==> src/rtl/rhr_pkg.sv <==
// Package: rhr_pkg
// Shared types of the region boundary hint recorder.
// Assumes nothing beyond a 1-bit mode select at the top.
package rhr_pkg;
    typedef enum logic {
        RHR_MODE_CYCLE = 1'b0,
        RHR_MODE_DGRD  = 1'b1
    } rhr_mode_e;
endpackage

==> src/rtl/rhr_cycle_bound.sv <==
// Module: rhr_cycle_bound
// Counts clock cycles within the current region while enabled and fires
// when the cycle budget is used up. A budget of 0 behaves as 1.
// Assumes limit_i is stable while enabled. The counter is held at zero
// when disabled.
module rhr_cycle_bound #(
    parameter int CYC_W = 32
) (
    input  logic             clk,
    input  logic             rst_n,
    input  logic             en_i,
    input  logic [CYC_W-1:0] limit_i,
    output logic             fire_o
);
    localparam int EXT_W = CYC_W + 1;

    logic [CYC_W-1:0] cyc_q;
    logic [EXT_W-1:0] cyc_inc;

    // Budget check: this cycle is the last one of the region
    always_comb begin
        cyc_inc = {1'b0, cyc_q} + EXT_W'(1);
        fire_o  = en_i && (cyc_inc >= {1'b0, limit_i});
    end

    // Cycle counter, restarted at each boundary and held while disabled
    always_ff @(posedge clk) begin
        if (!rst_n) begin
            cyc_q <= '0;
        end else if (!en_i || fire_o) begin
            cyc_q <= '0;
        end else begin
            cyc_q <= cyc_q + CYC_W'(1);
        end
    end

    AST_CYC_RESTART: assert property (@(posedge clk) disable iff (!rst_n)
        fire_o |=> (cyc_q == '0));
    AST_CYC_IDLE: assert property (@(posedge clk) disable iff (!rst_n)
        !en_i |=> (cyc_q == '0));
endmodule

==> src/rtl/rhr_dgrd_bound.sv <==
// Module: rhr_dgrd_bound
// Counts coherence downgrades within the current region while enabled.
// It closes the region when the threshold is reached (a local boundary)
// or when another core announces a boundary.
// Assumes limit_i is stable while enabled. A threshold of 0 behaves as 1.
module rhr_dgrd_bound #(
    parameter int DG_W = 16
) (
    input  logic            clk,
    input  logic            rst_n,
    input  logic            en_i,
    input  logic            dg_i,
    input  logic            ext_i,
    input  logic [DG_W-1:0] limit_i,
    output logic            local_o,
    output logic            close_o
);
    localparam int EXT_W = DG_W + 1;

    logic [DG_W-1:0]  dg_q;
    logic [EXT_W-1:0] dg_inc;

    // Threshold check plus remote request merge
    always_comb begin
        dg_inc  = {1'b0, dg_q} + EXT_W'(1);
        local_o = en_i && dg_i && (dg_inc >= {1'b0, limit_i});
        close_o = local_o || (en_i && ext_i);
    end

    // Downgrade counter, restarted at any boundary and held while disabled
    always_ff @(posedge clk) begin
        if (!rst_n) begin
            dg_q <= '0;
        end else if (!en_i || close_o) begin
            dg_q <= '0;
        end else if (dg_i) begin
            dg_q <= dg_q + DG_W'(1);
        end
    end

    AST_DG_RESTART: assert property (@(posedge clk) disable iff (!rst_n)
        close_o |=> (dg_q == '0));
    AST_DG_IDLE: assert property (@(posedge clk) disable iff (!rst_n)
        !en_i |=> (dg_q == '0));
    AST_DG_HOLD: assert property (@(posedge clk) disable iff (!rst_n)
        (en_i && !dg_i && !ext_i) |=> $stable(dg_q));
endmodule

==> src/rtl/rhr_hint_emit.sv <==
// Module: rhr_hint_emit
// Keeps the running memory-operation count and the region sequence
// number, and registers one hint record per boundary. An operation in
// the boundary cycle goes into the closing hint. Neither counter is
// cleared at a boundary.
// Assumes close_i is high whenever local_i is high.
module rhr_hint_emit #(
    parameter int CNT_W = 32,
    parameter int SEQ_W = 16
) (
    input  logic             clk,
    input  logic             rst_n,
    input  logic             mem_op_i,
    input  logic             close_i,
    input  logic             local_i,
    output logic             hint_vld_o,
    output logic [SEQ_W-1:0] hint_seq_o,
    output logic [CNT_W-1:0] hint_cnt_o,
    output logic             bnd_o
);
    logic [CNT_W-1:0] op_q;
    logic [CNT_W-1:0] op_nxt;
    logic [SEQ_W-1:0] seq_q;

    // Operation count including this cycle's operation
    always_comb begin
        op_nxt = op_q + CNT_W'(mem_op_i);
    end

    // Running operation counter across all regions
    always_ff @(posedge clk) begin
        if (!rst_n) begin
            op_q <= '0;
        end else begin
            op_q <= op_nxt;
        end
    end

    // Hint record register and sequence advance at each boundary
    always_ff @(posedge clk) begin
        if (!rst_n) begin
            seq_q      <= '0;
            hint_vld_o <= 1'b0;
            hint_seq_o <= '0;
            hint_cnt_o <= '0;
            bnd_o      <= 1'b0;
        end else begin
            hint_vld_o <= close_i;
            bnd_o      <= local_i && close_i;
            if (close_i) begin
                hint_seq_o <= seq_q;
                hint_cnt_o <= op_nxt;
                seq_q      <= seq_q + SEQ_W'(1);
            end
        end
    end

    AST_SEQ_ADVANCE: assert property (@(posedge clk) disable iff (!rst_n)
        hint_vld_o |-> (seq_q == hint_seq_o + SEQ_W'(1)));
    AST_OP_STEP: assert property (@(posedge clk) disable iff (!rst_n)
        ((op_q - $past(op_q)) <= CNT_W'(1)));
    AST_HINT_CNT_MATCH: assert property (@(posedge clk) disable iff (!rst_n)
        hint_vld_o |-> (hint_cnt_o == op_q));
    AST_BND_WITH_HINT: assert property (@(posedge clk) disable iff (!rst_n)
        bnd_o |-> hint_vld_o);
endmodule

==> src/rtl/region_hint_recorder.sv <==
// Module: region_hint_recorder
// Top of the per-core region boundary hint recorder. The mode input picks
// which source closes a region: the cycle budget, or the downgrade
// threshold together with boundary requests from other cores. Each
// boundary yields one registered hint record.
// Assumes the configuration inputs are stable during operation.
module region_hint_recorder
    import rhr_pkg::*;
#(
    parameter int CYC_W = 32,
    parameter int DG_W  = 16,
    parameter int CNT_W = 32,
    parameter int SEQ_W = 16
) (
    input  logic             clk,
    input  logic             rst_n,
    input  logic             mem_op_i,
    input  logic             dngrd_i,
    input  logic             mode_i,
    input  logic [CYC_W-1:0] cyc_limit_i,
    input  logic [DG_W-1:0]  dg_limit_i,
    input  logic             bnd_req_i,
    output logic             bnd_req_o,
    output logic             hint_vld_o,
    output logic [SEQ_W-1:0] hint_seq_o,
    output logic [CNT_W-1:0] hint_cnt_o
);
    rhr_mode_e mode;
    logic      cyc_en;
    logic      dg_en;
    logic      cyc_fire;
    logic      dg_local;
    logic      dg_close;
    logic      close;

    // Mode decode and boundary merge
    always_comb begin
        mode   = rhr_mode_e'(mode_i);
        cyc_en = (mode == RHR_MODE_CYCLE);
        dg_en  = (mode == RHR_MODE_DGRD);
        close  = cyc_fire || dg_close;
    end

    rhr_cycle_bound #(.CYC_W(CYC_W)) cyc_i (
        .clk     (clk),
        .rst_n   (rst_n),
        .en_i    (cyc_en),
        .limit_i (cyc_limit_i),
        .fire_o  (cyc_fire)
    );

    rhr_dgrd_bound #(.DG_W(DG_W)) dg_i (
        .clk     (clk),
        .rst_n   (rst_n),
        .en_i    (dg_en),
        .dg_i    (dngrd_i),
        .ext_i   (bnd_req_i),
        .limit_i (dg_limit_i),
        .local_o (dg_local),
        .close_o (dg_close)
    );

    rhr_hint_emit #(.CNT_W(CNT_W), .SEQ_W(SEQ_W)) emit_i (
        .clk        (clk),
        .rst_n      (rst_n),
        .mem_op_i   (mem_op_i),
        .close_i    (close),
        .local_i    (dg_local),
        .hint_vld_o (hint_vld_o),
        .hint_seq_o (hint_seq_o),
        .hint_cnt_o (hint_cnt_o),
        .bnd_o      (bnd_req_o)
    );

    AST_ONE_SOURCE: assert property (@(posedge clk) disable iff (!rst_n)
        !(cyc_fire && dg_close));
    AST_CYC_NO_BND_OUT: assert property (@(posedge clk) disable iff (!rst_n)
        (mode_i == 1'b0) |=> !bnd_req_o);
endmodule

==> config.mk <==
export PLATFORM = sky130hd
export DESIGN_NAME = region_hint_recorder
export DESIGN_NICKNAME = d
export VERILOG_FILES = /design/src/rtl/rhr_pkg.sv /design/src/rtl/rhr_cycle_bound.sv /design/src/rtl/rhr_dgrd_bound.sv /design/src/rtl/rhr_hint_emit.sv /design/src/rtl/region_hint_recorder.sv
export SDC_FILE = /design/constraint.sdc
export NUM_CORES = 1
export LEC_CHECK = 0
export ABC_AREA = 0
export BUFFER_PORTS_ARGS = -buffer_cell sky130_fd_sc_hd__buf_2
export CAP_MARGIN = 20
export CORE_AREA = 2 2 134 136
export CTS_CLUSTER_DIAMETER = 50
export DETAILED_ROUTE_END_ITERATION = 10
export DIE_AREA = 0 0 136 138
export PLACE_DENSITY_LB_ADDON = 0.3
export SLEW_MARGIN = 20
export SYNTH_ARGS = -nofsm -noshare
export SYNTH_HDL_FRONTEND = slang
export SYNTH_SLANG_ARGS = --single-unit
==> constraint.sdc <==
create_clock -name clk -period 5.7 [get_ports clk]
set_clock_uncertainty 0.2 [all_clocks]
set_input_delay 0.57 -clock clk [delete_from_list [all_inputs] [get_ports clk]]
set_output_delay 0.57 -clock clk [all_outputs]
set_load 0.01 [all_outputs]
==> impl_results.md <==
* Result of the run: completed
* Total Die Area at 18770 sq um
* Clock Path Buffers at 2
* X dimension of the die at 136 um
* Total Routed Length at 16430 um
* Timing startpoint of the critical path: cyc_i.cyc_q[7]
* Total stage count of the critical path at 15
* Worst R2R Start: cyc_i.cyc_q[7]
* CTS clock-pin slew for the worst setup and hold paths at 0.06 ns
* Routed wirelength normalized by instance count at 13.39 um
* Post-CTS Setup Repair Bufs at 0
* H-Tree Level Count at 4
* Multi-input combinational cell area at 4355 sq um
* Crit end category: flop
* Crit-path max FO at 38
* Global router's overall resource usage at 17.84%
* Estimated wirelength of the detail-placed design at 11660 um
* Global-route wire length before repair at 27010 um
* Count of instances resized after the clock tree is built at 0
* CP delay by family, top: simple AND/OR/NAND/NOR gates
* Start-to-end type of the worst setup path: flop to flop
* Number of cells on the worst reg-to-reg path at 15
* Cell types occupying the most area after synthesis: sky130_fd_sc_hd__dfxtp_1, sky130_fd_sc_hd__ha_1, sky130_fd_sc_hd__xor2_1
* Antenna-violating nets left at 0
* Final design utilization at 51.26%
* Fillcell total at 1718
* Synth unique cells at 53
* Portion of the post-synthesis area used by sequential elements at 37.89%
* Clock tree from TritonCTS: built
* Lkg Pwr at 4.095 nW
* Top-area cell type share of the netlist area at 37.89%
* Number of buffers and inverters on the critical path at 1
* Number of global-route vias before repair at 5754
* Clk Tree Root Cell: sky130_fd_sc_hd__clkbuf_16
* Critical Path Slowest Stage Cell: sky130_fd_sc_hd__nor4_1
* Source of the worst hold timing path: emit_i.hint_seq_o[15]
* Synthesized instance count at 894
* Final weighted congestion in routability-driven placement at 0.7958
* Warnings, synthesis at 0
* DRC violations left at 0
* Number of buffers inserted for hold repair after clock tree synthesis at 0
* # rows at 49
* Most area-hungry cell type in the Yosys netlist: sky130_fd_sc_hd__dfxtp_1
* Number of antenna violations at the first check in global routing at 0
* Ys flop type: sky130_fd_sc_hd__dfxtp_1
* I/O Buffers at 103
* Most common cell after layout, fill and taps aside: sky130_fd_sc_hd__dfxtp_1
* Required time at the worst-slack endpoint at 5.85 ns
* Register Area at 2923 sq um
* Grt ovf at 0
* Worst hold path depth at 2
* Total power density per cell area at 250.9 nW/um^2
* IO Count at 104
* Post-Syn Area at 7714 sq um
* Critical path startpoint category: flop
* Design Power at 0.002255 W
* Maximum number of pins on one net before global-route repair at 65
* Antenna fix cells at 0
* Asr flop ratio synth at 0%
* Net count, final at 1093
* Via count at 6170
* EDFF count, synth at 0
* Detail-routed via count per cell at 5.029
* Net count of the mapped netlist at 1001
* Number of synthesized register bits at 146
* Area growth syn-to-layout at 16.51%
* Most used cells in the layout excluding fill and tap cells: sky130_fd_sc_hd__dfxtp_1, sky130_fd_sc_hd__nand2_1, sky130_fd_sc_hd__buf_2, sky130_fd_sc_hd__nor2_1, sky130_fd_sc_hd__inv_1
* Cell with the most instances on the worst path: sky130_fd_sc_hd__or3_1
* Ordered list of cells on the worst path: nand4_1 -> nor4_1 -> nand2_1 -> or3_1 -> or3_1 -> xnor2_1 -> ha_1 -> nand3_1 -> or3_1 -> nand3b_1 -> o221ai_1 -> o31ai_4 -> nand2_4 -> buf_4 -> mux2i_1
* TritonRoute pass-1 iters at 4
* Area of the placeable core at 17530 sq um
* Fmax at 201.5 MHz
* Relative slew slack at 52.29%
* Kind of path behind the tightest hold check: flop to flop
* Iter 0 DRT Violations at 292
* Maximum resistive drop on vdd at 0.2135 mV
* Chip Height at 138 um
* Worst endpoint data arrival time at 5.11 ns
* Setup-failing EPs final at 0
* Pins over their slew limit at 0
* Max incr delay on CP at 0.49 ns
* Fraction of final layout cells sized beyond drive strength 1 at 16.43%
* Final Hold Fails at 0
* Clock buffer count from CTS at 17
* RSZ-0062 raised after global routing: no
* Average instance area after synthesis at 8.628 sq um
* Clock insertion delay at the later pin of the skew report at 0.43 ns
* Worst-Margin Slew at 0.7136 ns
* Initial Util at 43.99%
* Max Cap Viol at 0
* Post-route fraction of the period consumed by the critical path at 87.06%
* Total number of clock tree sinks at 146
* Fin Setup TNS at 0 ns
* Final worst path period need at 4.962 ns
-- where the power goes --
| group | internal (W) | total (W) | switching, W | leakage, nW |
|---|---|---|---|---|
| combinational | 0.0000430 | 0.000113 | 0.0000703 | 2.63 |
| sequential | 0.00103 | 0.00103 | 0.00000404 | 1.18 |
| clock | 0.000686 | 0.00111 | 0.000425 | 0.292 |
-- kinds of logic after synthesis --
family,synth area share [%]
xor gates and xnor gates,9.992
and+or+nand+nor,23.31
muxes,6.569
DFF,37.89
buffers and inverters,5.758
adders and majority gates,8.597
AOI/OAI and AO/OA,7.883
-- state kept, by name (all words and copies together), names as in the netlist --
name,cells
cyc_i.cyc_q,32
dg_i.dg_q,16
emit_i.bnd_o,1
emit_i.hint_cnt_o,32
emit_i.hint_seq_o,16
emit_i.hint_vld_o,1
emit_i.op_q,32
emit_i.seq_q,16
-- final timing paths --
| check | endpoint | slack, ns |
|---|---|---|
| max | emit_i.hint_seq_o[13] | 0.74 |
| min | emit_i.hint_seq_o[15] | 0.26 |
| max reg2reg | emit_i.hint_seq_o[13] | 0.74 |
| min reg2reg | emit_i.hint_seq_o[15] | 0.26 |
-- routing by layer --
metal | up-vias | GRT usage (%) | share of wire, %
li1 | 3215 | - | -
met1 | 2825 | 23.40 | 49
met2 | 114 | 28.75 | 46
met3 | 16 | 3.557 | 3.7
met4 | 0 | 7.018 | 1.5
met5 | - | 0 | 0
-- cells in the mapped netlist (18+ instances only) --
cell type                    n
sky130_fd_sc_hd__a21oi_1    26
sky130_fd_sc_hd__and3_1     34
sky130_fd_sc_hd__clkbuf_1   28
sky130_fd_sc_hd__dfxtp_1   146
sky130_fd_sc_hd__ha_1       53
sky130_fd_sc_hd__inv_1      62
sky130_fd_sc_hd__mux2i_1    36
sky130_fd_sc_hd__nand2_1   113
sky130_fd_sc_hd__nand3_1    39
sky130_fd_sc_hd__nand4_1    21
sky130_fd_sc_hd__nor2_1     74
sky130_fd_sc_hd__o21ai_0    18
sky130_fd_sc_hd__xnor2_1    36
sky130_fd_sc_hd__xor2_1     52
-- worst register-to-register path, stage by stage (launching register included) --
cell and delay, ns:
sky130_fd_sc_hd__dfxtp_1 0.38, sky130_fd_sc_hd__nand4_1 0.18, sky130_fd_sc_hd__nor4_1 0.49, sky130_fd_sc_hd__nand2_1 0.13, sky130_fd_sc_hd__or3_1 0.46, sky130_fd_sc_hd__or3_1 0.38, sky130_fd_sc_hd__xnor2_1 0.17, sky130_fd_sc_hd__ha_1 0.31
sky130_fd_sc_hd__nand3_1 0.10, sky130_fd_sc_hd__or3_1 0.39, sky130_fd_sc_hd__nand3b_1 0.16, sky130_fd_sc_hd__o221ai_1 0.40, sky130_fd_sc_hd__o31ai_4 0.12, sky130_fd_sc_hd__nand2_4 0.48, sky130_fd_sc_hd__buf_4 0.33, sky130_fd_sc_hd__mux2i_1 0.20
-- final cells by class --
type	instances	area share (%)
Multi-Input combinational cell	645	48.46
Clock buffer	22	5.388
Sequential cell	146	32.52
Inverter	62	2.589
Tap cell	229	3.188
Clock inverter	9	1.169
Timing Repair Buffer	114	6.682
-- through the flow --
| step | setup WS [ns] | instances | cell area (sq um) | hold slack (ns) |
|---|---|---|---|---|
| after floorplan | 1.440 | 894 | 7714 | 0.2441 |
| after global placement | 0.8521 | 1196 | 8398 | 0.2438 |
| after detailed placement | 0.7595 | 1196 | 8398 | 0.2459 |
| after CTS | 0.7170 | 1227 | 8987 | 0.2607 |
| after global routing | 0.3769 | 1227 | 8987 | 0.2728 |
| final | 0.7376 | 1227 | 8987 | 0.2563 |
(Power assumes the default switching activity.)
